**config.mk**
```make
export PLATFORM = sky130hd
export DESIGN_NAME = serial_adc_port
export DESIGN_NICKNAME = d
export VERILOG_FILES = /design/src/rtl/serial_adc_pkg.sv /design/src/rtl/sclk_edge_det.sv /design/src/rtl/adc_cmd_ctl.sv /design/src/rtl/adc_result_calc.sv /design/src/rtl/adc_out_shifter.sv /design/src/rtl/serial_adc_port.sv
export SDC_FILE = /design/constraint.sdc
export NUM_CORES = 1
export LEC_CHECK = 0
export BUFFER_PORTS_ARGS = -buffer_cell sky130_fd_sc_hd__clkbuf_2
export CAP_MARGIN = 10
export CELL_PAD_IN_SITES_DETAIL_PLACEMENT = 1
export CELL_PAD_IN_SITES_GLOBAL_PLACEMENT = 2
export CORE_MARGIN = 4
export CORE_UTILIZATION = 30
export DETAILED_ROUTE_END_ITERATION = 6
export PLACE_DENSITY = 0.73
export SYNTH_ARGS = -nofsm -noshare
export SYNTH_HDL_FRONTEND = slang
export SYNTH_SLANG_ARGS = --single-unit
```
**constraint.sdc**
```tcl
create_clock -name clk -period 3.3 [get_ports clk]
set_clock_uncertainty 0.05 [all_clocks]
set_input_delay 0.165 -clock clk [delete_from_list [all_inputs] [get_ports clk]]
set_output_delay 0.165 -clock clk [all_outputs]
set_load 0.005 [all_outputs]
```
**src/rtl/serial_adc_pkg.sv**
```systemverilog
package serial_adc_pkg;
  typedef enum logic [2:0] {
    ST_IDLE,
    ST_MODE,
    ST_SEL,
    ST_SAMP_A,
    ST_SAMP_B,
    ST_XFER
  } port_state_t;
endpackage

```
**src/rtl/sclk_edge_det.sv**
```systemverilog
module sclk_edge_det (
  input  logic clk,
  input  logic rst_n,
  input  logic sclk,
  output logic rise,
  output logic fall
);
  logic sclk_q;

  always_ff @(posedge clk or negedge rst_n) begin
    if (!rst_n) sclk_q <= 1'b0;
    else        sclk_q <= sclk;
  end

  assign rise = sclk & ~sclk_q;
  assign fall = ~sclk & sclk_q;
endmodule

```
**src/rtl/adc_cmd_ctl.sv**
```systemverilog
module adc_cmd_ctl
  import serial_adc_pkg::*;
(
  input  logic clk,
  input  logic rst_n,
  input  logic cs_n,
  input  logic rise,
  input  logic fall,
  input  logic din,
  output logic single_ended,
  output logic sel,
  output logic sample_win,
  output logic load
);
  port_state_t st;

  always_ff @(posedge clk or negedge rst_n) begin
    if (!rst_n) begin
      st           <= ST_IDLE;
      single_ended <= 1'b0;
      sel          <= 1'b0;
    end else if (cs_n) begin
      st <= ST_IDLE;
    end else begin
      unique case (st)
        ST_IDLE:   if (rise && din) st <= ST_MODE;
        ST_MODE:   if (rise) begin single_ended <= din; st <= ST_SEL; end
        ST_SEL:    if (rise) begin sel <= din; st <= ST_SAMP_A; end
        ST_SAMP_A: if (rise) st <= ST_SAMP_B;
        ST_SAMP_B: if (fall) st <= ST_XFER;
        ST_XFER:   st <= ST_XFER;
        default:   st <= ST_IDLE;
      endcase
    end
  end

  assign sample_win = (st == ST_SAMP_A) || (st == ST_SAMP_B);
  assign load       = (st == ST_SAMP_B) && fall && !cs_n;

  assert_win_open_R4: assert property (@(posedge clk) disable iff (!rst_n)
    $rose(sample_win) |-> $past(rise));
  assert_win_close_R4: assert property (@(posedge clk) disable iff (!rst_n)
    $fell(sample_win) |-> ($past(fall) || $past(cs_n)));
  assert_no_restart_R11: assert property (@(posedge clk) disable iff (!rst_n)
    (st == ST_XFER && !cs_n) |=> !sample_win);
  assert_idle_win_R1: assert property (@(posedge clk) disable iff (!rst_n)
    cs_n |=> !sample_win);
endmodule

```
**src/rtl/adc_result_calc.sv**
```systemverilog
module adc_result_calc #(
  parameter int DATA_W = 12
) (
  input  logic              clk,
  input  logic              rst_n,
  input  logic              single_ended,
  input  logic              sel,
  input  logic [DATA_W-1:0] ch0_code,
  input  logic [DATA_W-1:0] ch1_code,
  output logic [DATA_W-1:0] result
);
  localparam logic [DATA_W-1:0] FULL = {DATA_W{1'b1}};

  logic [DATA_W-1:0] pos, neg;
  logic [DATA_W:0]   diff;

  assign pos  = sel ? ch1_code : ch0_code;
  assign neg  = sel ? ch0_code : ch1_code;
  assign diff = {1'b0, pos} - {1'b0, neg};

  always_comb begin
    if (single_ended)             result = pos;
    else if (diff[DATA_W])        result = '0;
    else if (diff >= {1'b0, FULL}) result = FULL;
    else                          result = diff[DATA_W-1:0];
  end

  assert_diff_bound_R9: assert property (@(posedge clk) disable iff (!rst_n)
    !single_ended |-> (result <= pos));
endmodule

```
**src/rtl/adc_out_shifter.sv**
```systemverilog
module adc_out_shifter #(
  parameter int DATA_W = 12
) (
  input  logic              clk,
  input  logic              rst_n,
  input  logic              clear,
  input  logic              load,
  input  logic              fall,
  input  logic [DATA_W-1:0] result,
  output logic              dout
);
  localparam int CNT_W = $clog2(DATA_W + 1);
  localparam logic [CNT_W-1:0] LEN = CNT_W'(DATA_W);

  logic [DATA_W-1:0] sreg;
  logic [CNT_W-1:0]  left;

  always_ff @(posedge clk or negedge rst_n) begin
    if (!rst_n) begin
      sreg <= '0;
      left <= '0;
      dout <= 1'b0;
    end else if (clear) begin
      left <= '0;
      dout <= 1'b0;
    end else if (load) begin
      sreg <= result;
      left <= LEN;
      dout <= 1'b0;
    end else if (fall) begin
      if (left != '0) begin
        dout <= sreg[DATA_W-1];
        sreg <= {sreg[DATA_W-2:0], 1'b0};
        left <= left - 1'b1;
      end else begin
        dout <= 1'b0;
      end
    end
  end

  assert_tail_low_R7: assert property (@(posedge clk) disable iff (!rst_n)
    (fall && left == '0 && !load && !clear) |=> !dout);
endmodule

```
**src/rtl/serial_adc_port.sv**
```systemverilog
module serial_adc_port #(
  parameter int DATA_W = 12
) (
  input  logic              clk,
  input  logic              rst_n,
  input  logic              cs_n,
  input  logic              sclk,
  input  logic              din,
  input  logic [DATA_W-1:0] ch0_code,
  input  logic [DATA_W-1:0] ch1_code,
  output logic              dout,
  output logic              dout_en,
  output logic              sample_win
);
  logic rise, fall, single_ended, sel, load;
  logic [DATA_W-1:0] result;

  sclk_edge_det u_edges (
    .clk(clk), .rst_n(rst_n), .sclk(sclk), .rise(rise), .fall(fall)
  );

  adc_cmd_ctl u_ctl (
    .clk(clk), .rst_n(rst_n), .cs_n(cs_n), .rise(rise), .fall(fall),
    .din(din), .single_ended(single_ended), .sel(sel),
    .sample_win(sample_win), .load(load)
  );

  adc_result_calc #(.DATA_W(DATA_W)) u_calc (
    .clk(clk), .rst_n(rst_n), .single_ended(single_ended), .sel(sel),
    .ch0_code(ch0_code), .ch1_code(ch1_code), .result(result)
  );

  adc_out_shifter #(.DATA_W(DATA_W)) u_shift (
    .clk(clk), .rst_n(rst_n), .clear(cs_n), .load(load), .fall(fall),
    .result(result), .dout(dout)
  );

  assign dout_en = !cs_n;

  assert_quiet_R6: assert property (@(posedge clk) disable iff (!rst_n)
    (!cs_n && !fall) |=> $stable(dout));
  assert_idle_out_R1: assert property (@(posedge clk) disable iff (!rst_n)
    cs_n |=> !dout);
endmodule

```
# Word-level counts from Yosys, hierarchy flattened
# Cells that the tools add are included.
[totals]
register_bits = 23
out_inout_bits = 3
word_cells = 64
[classes]
add_sub_neg = 2
order_cmp = 1
eq_ne = 10
mux = 23
bitwise = 5
reduce_logical = 16
[op_table]
columns = ["operator", "n"]
rows = [
  ["2-to-1 mux 12 bit", 8],
  ["2-to-1 mux 3 bit", 6],
  ["case mux 3 bit (6 select lines)", 1],
  ["2-to-1 mux 4 bit", 4],
  ["inequality test 3 x 2 -> 1 bit (second input constant)", 5],
  [">= comparator 13 x 12 -> 1 bit (second input constant)", 1],
  ["subtractor 12 x 12 -> 13 bit", 1],
  ["AND reduction 3 bit", 3],
  ["== test 3 x 2 -> 1 bit (second input constant)", 2],
  ["== test 3 bit (second input constant)", 2],
  ["nonzero test 3 bit", 2],
  ["AND reduction 5 bit", 1],
  ["2-to-1 mux 1 bit", 4],
  ["nonzero test 2 bit", 2],
  ["nonzero test 4 bit", 1],
  ["subtractor 4 x 1 -> 4 bit (second input constant)", 1],
  ["== test 3 x 1 -> 1 bit (second input constant)", 1],
  ["logical AND 1 bit", 3],
  ["zero test 3 bit", 1],
  ["NOT 1 bit", 3],
  ["bitwise AND 1 bit", 2],
  ["AND reduction 2 bit", 1],
  ["zero test 1 bit", 1],
  ["logical OR 1 bit", 1],
]

# Longest topological paths before layout
# Gate-level depths: netlist of run 1.
[depth]
depth_word = 7
ltp_mapped = 12

# Modules after synthesis
# A second synthesis of run 1 with hierarchy kept.
[unflattened]
hier_cells = 250
area_unflattened_um2 = 2421.1
[modules_own_cells]
columns = ["mod", "instances", "cells_each", "area_per_inst_um2", "seq_area_each_um2"]
rows = [
  ["adc_result_calc", 1, 146, 1161.1, 0.0],
  ["adc_out_shifter", 1, 73, 937.1, 425.4],
  ["adc_cmd_ctl", 1, 27, 279.0, 125.1],
  ["sclk_edge_det", 1, 3, 40.0, 25.0],
  ["serial_adc_port", 1, 1, 3.8, 0.0],
]

# Least setup slack after synthesis of run 1
# OpenSTA, ideal clock, no wires.
[synth_timing]
path_type = "reg2reg"
from = "register u_ctl.sel"
to = "register u_shift.sreg[2]"
t_arrival_ns = 2.894
t_required_ns = 3.168
path_slack_ns = 0.274
stages_incl_launch_ff = 13
path_buffers = 2
path_cell_list = "dfrtp_1 > buf_2 > buf_2 > mux2_2 > ha_1 > fa_1 > nand2b_1 > a21oi_2 > o22ai_2 > o31a_4 > nor2_8 > nand3_1 > a22oi_2"
[synth_between]
elab_chain_len = 7
word_cells_on_any_way = 8
classes_between = "1 x add/sub; 1 x order compare; 6 x mux"
[synth_rtl]
columns = ["element", "line", "text"]
rows = [
  ["start: declaration", "adc_cmd_ctl.sv:11", "output logic sel,"],
  ["start signal: assignment", "adc_cmd_ctl.sv:21", "sel <= 1'b0;"],
  ["start signal: assignment", "adc_cmd_ctl.sv:28", "ST_SEL: if (rise) begin sel <= din; st <= ST_SAMP_A; end"],
  ["2-to-1 mux 12 bit, on equally long branches", "adc_result_calc.sv:17, adc_result_calc.sv:18", ""],
  ["subtractor 12 x 12 -> 13 bit", "adc_result_calc.sv:19", "assign diff = {1'b0, pos} - {1'b0, neg};"],
  [">= comparator 13 x 12 -> 1 bit", "adc_result_calc.sv:24", "else if (diff >= {1'b0, FULL}) result = FULL;"],
  ["2-to-1 mux 12 bit", "adc_result_calc.sv:24", ""],
  ["2-to-1 mux 12 bit", "adc_result_calc.sv:23", "else if (diff[DATA_W]) result = '0;"],
  ["2-to-1 mux 12 bit *", "adc_result_calc.sv:22", "if (single_ended) result = pos;"],
  ["2-to-1 mux 12 bit *", "adc_out_shifter.sv:26", "end else if (load) begin"],
  ["end signal: assignment", "adc_out_shifter.sv:27", "sreg <= result;"],
  ["end signal: assignment", "adc_out_shifter.sv:33", "sreg <= {sreg[DATA_W-2:0], 1'b0};"],
  ["end: declaration", "adc_out_shifter.sv:15", "logic [DATA_W-1:0] sreg;"],
]
# Mark *: on every way between the ends. The rest lies on a longest branch, timed or not.
# A chain may end at the register's enable or synchronous reset.

# Final worst setup path of run 1
[layout_timing]
from = "register u_ctl.sel"
to = "register u_shift.sreg[8]"
# The elaborated chain is that of the path after synthesis.

==> impl_results.md, run 1 <==
- FILL cells: approximately 800
- Worst Tran Pin Value: between 700 and 800 ps
- Post-synthesis cell type count: 52
- Post-synth ARST share: 100%
- Die Wd: between 90 and 100 um
- Vias: ~1700
- Clock sinks: 23
- CP Capture Type: flop
- Port buffer count: 31
- RSZ-0062 raised after global routing: no
- Hold_ws: approximately 15 ps
- Max-cap violations: 0
- Crit share post-route: 93.3%
- Multi-input logic area: between 1000 and 1500 sq um
- DRT iter0 DRCs: 110
- Setup violators final: 0
- Clk_lat worst skew: about 260 ps
- Fraction of layout instances using a drive strength above 1: 25.7%
- Max clock buf depth: 2
- DRC: 0
- Pleak: 1.03 nW
- Inserted Diodes: 0
- Status: finished, final reports clean
- Slew margin rel.: a little under half
- Met2 Use GR: roughly a fifth
- Post-synth EDFFs: 0
- Fin crit period: 3080 ps
- Worst-path clk slew: 80 ps
- WL final: 5.01 mm
- Post-layout util: about a third
- Main synth FF type: dfrtp_1
- ANT nets after route: 0
- Worst slack, placed: about 180 ps
- Detailed Routing Iterations Pass 1: 4
- Initial cell density of the core: a little under a third
- CORE AREA: a little under 7000 sq um
- Gate Count Post-Synth: approximately 230
- RePlAce Congestion: 0.759
- Die height: 91.4 um
- HPWL after DPL: approximately 4 mm
- Syn Nets: 267
- Ports: 32
- First-pass GRT wire length: 8.74 mm
- Worst vdd ir: roughly 0.16 mV
- Synthesized area per cell: slightly above 9 sq um
- Pins Over Slew Limit: 0
- WP data required: roughly 3400 ps
- Synthesized flop and latch total: 23
- Die area: 8360 sq um
- Cell area after synthesis: 2090 sq um
- FF+latch area: around 580 sq um
- Gr ovfl total: 0
- Tightest Hold Check Type: in -> reg
- Pwr dens: roughly 330 nW/um^2
- TritonCTS clock tree: done
- Final Net Count: roughly 300
- YS warnings: 0
- Via density: approximately 5
- Area growth syn-to-layout: 14.4%
- Vias in the first global route: ~1800
- Setup bufs post-CTS: 0
- FMAX: about 320 MHz
- Final Hold Viols: 0
- Largest net degree at the start of global routing: 24
- Htree depth: 1
- Worst Path Arrival: roughly 3200 ps
- Worst setup margin: approximately 220 ps
- Root Driver: clkbuf_8
- Met1 Track Usage GR: 17.5%
- Grt met3 use: 1.91%
- Sequential element share of the synthesized area: between 20% and 30%
- Wire per inst: roughly 14 um
- Antenna violations before repair: 0
- Total GRT Usage: approximately 12%
- Type of origin of the critical path: flop
- Crit-path max FO: 10
- Most Crowded Layer GR: met2
- Setup TNS: 0 ps
- Num CTS Buffers: 3
- CP Class: reg -> reg
- # rows: 30
-- flip-flops by register name (all words and copies together), names as in the netlist --
register	flops
u_ctl.sel	1
u_ctl.st	3
u_shift.sreg	12
u_shift.left	4
u_shift.dout	1
u_edges.sclk_q	1
u_ctl.single_ended	1
-- metal layers --
metal  share of wire, %  wire length, um
met4               0.38               19
met3                2.5              124
met1                 49             2430
met2                 49             2440
met5                  0                0
-- cell usage after synthesis (4+ instances only) --
| library cell | instances | share of area, % |
|---|---|---|
| mux2i_1 | 22 | 11 |
| xor2_1 | 5 | 2.1 |
| nand3_1 | 5 | 1.2 |
| dfrtp_1 | 23 | 28 |
| buf_2 | 6 | 1.4 |
| xnor2_1 | 5 | 2.1 |
| nand2_1 | 15 | 2.7 |
| nor2_1 | 16 | 2.9 |
| nor3_1 | 7 | 1.7 |
| mux2_2 | 14 | 7.5 |
| a21oi_1 | 21 | 5.0 |
| ha_1 | 12 | 7.2 |
| a22oi_1 | 6 | 2.2 |
| clkbuf_1 | 4 | 0.72 |
| nand2b_1 | 7 | 2.1 |
| a211oi_1 | 4 | 1.4 |
| inv_1 | 10 | 1.8 |
-- cells in the final DEF, fill, tap and decap left out, types with 2 or more instances in the layout --
cell type | netlist | final
inv_1 | 10 | 10
xnor2_1 | 5 | 5
nand2_1 | 15 | 15
mux2_2 | 14 | 14
a221oi_2 | 3 | 3
a22oi_1 | 6 | 6
o2bb2ai_1 | 2 | 2
nor2b_1 | 2 | 2
dfrtp_1 | 23 | 23
a211oi_1 | 4 | 4
ha_1 | 12 | 12
nand3_1 | 5 | 5
nand2b_1 | 7 | 7
or4_1 | 2 | 2
buf_4 | 1 | 3
nor2_1 | 16 | 16
clkbuf_8 | 0 | 3
xor2_1 | 5 | 5
o21ai_0 | 3 | 3
nor3_1 | 7 | 7
mux2i_1 | 22 | 22
a21oi_1 | 21 | 21
a311o_1 | 2 | 2
clkbuf_2 | 0 | 31
-- worst max-delay path: stages (launching register included) --
cell and delay [ps]:
dfrtp_1 500, mux2_2 380, ha_1 220, fa_1 380, nand2b_1 200, a21oi_2 240
o22ai_2 160, o31a_4 390, nor2_8 190, nand2_1 110, a22oi_1 180
-- kinds of logic (layout without fill, tap and decap cells) --
family | Yosys count | after routing | synth area share, %
fa+ha+maj | 13 | 13 | 8.15
compound gates | 55 | 55 | 20.0
xor+xnor | 10 | 10 | 4.19
buf+inv | 22 | 50 | 4.85
flops | 23 | 23 | 27.6
simple gates | 66 | 66 | 17.1
mux | 36 | 36 | 18.1
-- report_power, final --
group / total, W / internal [W] / switching [W]
Sequential: 0.000326 / 0.000297 / 0.0000289
Combinational: 0.000297 / 0.000136 / 0.000161
Clock: 0.000175 / 0.0000861 / 0.0000893
Total: 0.000799 / 0.000519 / 0.000280
-- worst paths after layout --
check / from / end / slack [ps] / depth (start not counted)
setup / recovery: u_ctl.sel$_DFFE_PN0P_ / u_shift.sreg[8]$_DFFE_PN0P_ / 220 / 10
hold / removal: sclk / u_edges.sclk_q$_DFF_PN0_ / 20 / 1
setup reg to reg: u_ctl.sel$_DFFE_PN0P_ / u_shift.sreg[8]$_DFFE_PN0P_ / 220 / 10
hold reg to reg: u_shift.sreg[0]$_DFFE_PN0P_ / u_shift.sreg[0]$_DFFE_PN0P_ / 490 / 2
max in group asynchronous: rst_n / u_shift.sreg[10]$_DFFE_PN0P_ / 2420 / 2
min in group asynchronous: rst_n / u_shift.dout$_DFFE_PN0P_ / 390 / 2
-- timing repair --
item | CTS | global route
resized for setup | 0 | 1
endpoints found under the hold margin | 23 | 0
endpoints found under the setup margin | 0 | 2
hold buffers | 1 | 0
-- area by class of cell --
type                       instances  area share [%]
inverter                          10            1.57
sequential                        23            24.1
tap                               96            5.03
timing repair buffer              36            8.33
multi-input combinational        180            59.1
clock buffer                       4            1.89
-- metrics by stage --
stage	cells	area, sq um	total power, W
after floorplan	225	2090	0.000550
after global placement	344	2330	0.000629
after detailed placement	344	2330	0.000632
after CTS	349	2380	0.000810
after global routing	349	2390	0.000866
final	349	2390	0.000799
Power figures use the tool's default switching activity.
==> inputs of run 2 (changes only) <==
==> constraint.sdc (replaced) <==
create_clock -name clk -period 3.4 [get_ports clk]
set_clock_uncertainty 0.05 [all_clocks]
set_input_delay 0.17 -clock clk [delete_from_list [all_inputs] [get_ports clk]]
set_output_delay 0.17 -clock clk [all_outputs]
set_load 0.005 [all_outputs]
==> run 2 against run 1 <==
The run now ends with hold timing left. Worst setup slack improved by 120 ps. Cell area stayed put. Largest power group unchanged. Combinational power down 3%. Sequential power down 4%. Register-to-register slack better by 120 ps. Critical endpoint is now u_shift.sreg[9]$_DFFE_PN0P_.
==> impl_results.md, run 2 (synthesized netlist as in run 1, its figures left out) <==
- RSZ-0062 raised after global routing: no
- Wire per inst: 14.6 um (+1.4%)
- Total GRT Usage: 12.5% (about the same)
- Setup violators final: 0 (unchanged)
- Pins Over Slew Limit: 0 (unchanged)
- Initial cell density of the core: 30.7% (unchanged)
- Worst vdd ir: 0.113 mV (-28%)
- RePlAce Congestion: 0.728 (-4.0%)
- Htree depth: 1 (unchanged)
- Inserted Diodes: 0 (unchanged)
- Clk_lat worst skew: 280 ps (+20 ps)
- Commonest non-fill, non-tap cell in the layout: clkbuf_2
- Setup bufs post-CTS: 0 (unchanged)
- Root Driver: clkbuf_8
- Fraction of layout instances using a drive strength above 1: 26.1% (+0.40 points)
- # rows: 30 (unchanged)
- Num CTS Buffers: 3 (unchanged)
- Most frequent cells in the layout: clkbuf_2 (31), dfrtp_1 (23), mux2i_1 (22)
- Status: finished, violations left
- Tightest Hold Check Type: in -> reg
- Max reg flops: 12 (unchanged)
- Vias: 1749 (+0.34%)
- DRT iter0 DRCs: 37 (-66%)
- DRC: 0 (unchanged)
- Worst Path Arrival: 3160 ps (-40 ps)
- Die Wd: 91.4 um (unchanged)
- Final Hold Viols: 1 (+1)
- Total chip power: 0.000789 W (-1.2%)
- Crit share post-route: 90.0% (-3.3 points)
- Port buffer count: 31 (unchanged)
- Gr ovfl total: 0 (unchanged)
- CP Capture Type: flop
- Worst-path clk slew: 100 ps (+20 ps)
- Die height: 91.4 um (unchanged)
- Clock sinks: 23 (unchanged)
- Ports: 32 (unchanged)
- TritonCTS clock tree: done
- ANT nets after route: 0 (unchanged)
- Hold_ws: -0.298 ps (-15.5 ps)
- FILL cells: 793 (-0.50%)
- CORE AREA: 6790 sq um (unchanged)
- Largest regs: u_shift.sreg: 12 flops, u_shift.left: 4 flops, u_ctl.st: 3 flops
- Worst Tran Pin Value: 738 ps (-59.6 ps)
- Max-cap violations: 0 (unchanged)
- Pwr dens: 330 nW/um^2 (-1.2%)
- Slew margin rel.: 50.8% (+4.0 points)
- Final instance area: 2390 sq um (unchanged)
- CP Class: reg -> reg
- HPWL after DPL: 3.99 mm (+0.68%)
- FMAX: 327 MHz (+0.66%)
- Via density: 5.01 (+0.34%)
- Post-layout util: 35.2% (unchanged)
- Final Net Count: 296 (unchanged)
- Die area: 8360 sq um (unchanged)
- Type of origin of the critical path: flop
- WL final: 5.08 mm (+1.4%)
- Vias in the first global route: 1871 (+4.5%)
- WP data required: 3510 ps (+90 ps)
- Setup TNS: 0 ps (unchanged)
- Failing checks: hold timing
- Fin crit period: 3060 ps (-20.1 ps)
- Detailed Routing Iterations Pass 1: 4 (unchanged)
- Max clock buf depth: 2 (unchanged)
- Antenna violations before repair: 0 (unchanged)
- Largest register by flop count: u_shift.sreg
- Largest net degree at the start of global routing: 24 (unchanged)
- Crit-path max FO: 14 (+4)
- First-pass GRT wire length: 8.82 mm (+0.87%)
- Area growth syn-to-layout: 14.4% (unchanged)
- Placed Area: 2330 sq um (unchanged)
- Pleak: 1.03 nW (about the same)
-- run 2: cell types whose count changed in the layout (fill, tap and decap cells not counted), sizes merged --
cell,change
clkbuf,-1
clkinvlp,+1
-- run 2: metal layers --
metal	vias to the layer above	track usage (%)	wire, um
met5	-	0	0
met4	0	2.26	34
met3	4	1.41	123
met2	21	20.5	2380
met1	840	17.7	2540
li1	884	-	-
-- run 2: worst paths after layout --
check | start | to | slack [ps] | cells past startpoint
worst max-delay path | u_ctl.sel$_DFFE_PN0P_ | u_shift.sreg[9]$_DFFE_PN0P_ | 340 | 10
worst min-delay path | sclk | u_edges.sclk_q$_DFF_PN0_ | -0.3 | 1
worst max register to register | u_ctl.sel$_DFFE_PN0P_ | u_shift.sreg[9]$_DFFE_PN0P_ | 340 | 10
worst min register to register | u_shift.sreg[0]$_DFFE_PN0P_ | u_shift.sreg[0]$_DFFE_PN0P_ | 500 | 2
max in group asynchronous | rst_n | u_shift.sreg[7]$_DFFE_PN0P_ | 2550 | 2
min in group asynchronous | rst_n | u_shift.left[2]$_DFFE_PN0P_ | 370 | 2
-- run 2: through the flow --
stage	cells	setup WS, ps	hold WS (ps)
after floorplan	225	374	-176
after global placement	344	399	154
after detailed placement	344	343	154
after CTS	349	334	4.83
after global routing	349	153	5.44
final	349	341	-0.298
-- run 2: worst max-delay path, cell delays in order (launching register included) --
cell and delay [ps]:
dfrtp_1 390, buf_4 240, mux2_2 380, ha_1 350, a21oi_1 280, nand2_1 80, o21ai_0 480, a21oi_1 160
xor2_1 180, a221oi_2 280, a21oi_1 70
-- run 2: what timing repair did --
action	CTS	global route
resized for setup	0	0
hold endpoints to repair	23	0
hold buffers	1	0
-- run 2: power by group --
| group | internal (W) | switching, W | leakage, nW |
|---|---|---|---|
| clock network | 0.0000833 | 0.000104 | 0.0217 |
| registers | 0.000289 | 0.0000254 | 0.313 |
| logic | 0.000130 | 0.000158 | 0.692 |
| total | 0.000502 | 0.000287 | 1.03 |
-- run 2: layout make-up --
type	instances	area (sq um)	area share, %
Clock inverter	1	7.51	0.314
Sequential cell	23	576	24.1
Clock buffer	3	41.3	1.73
Inverter	10	37.5	1.57
Timing Repair Buffer	36	195	8.17
Tap cell	96	120	5.03
Multi-Input combinational cell	180	1410	59.1
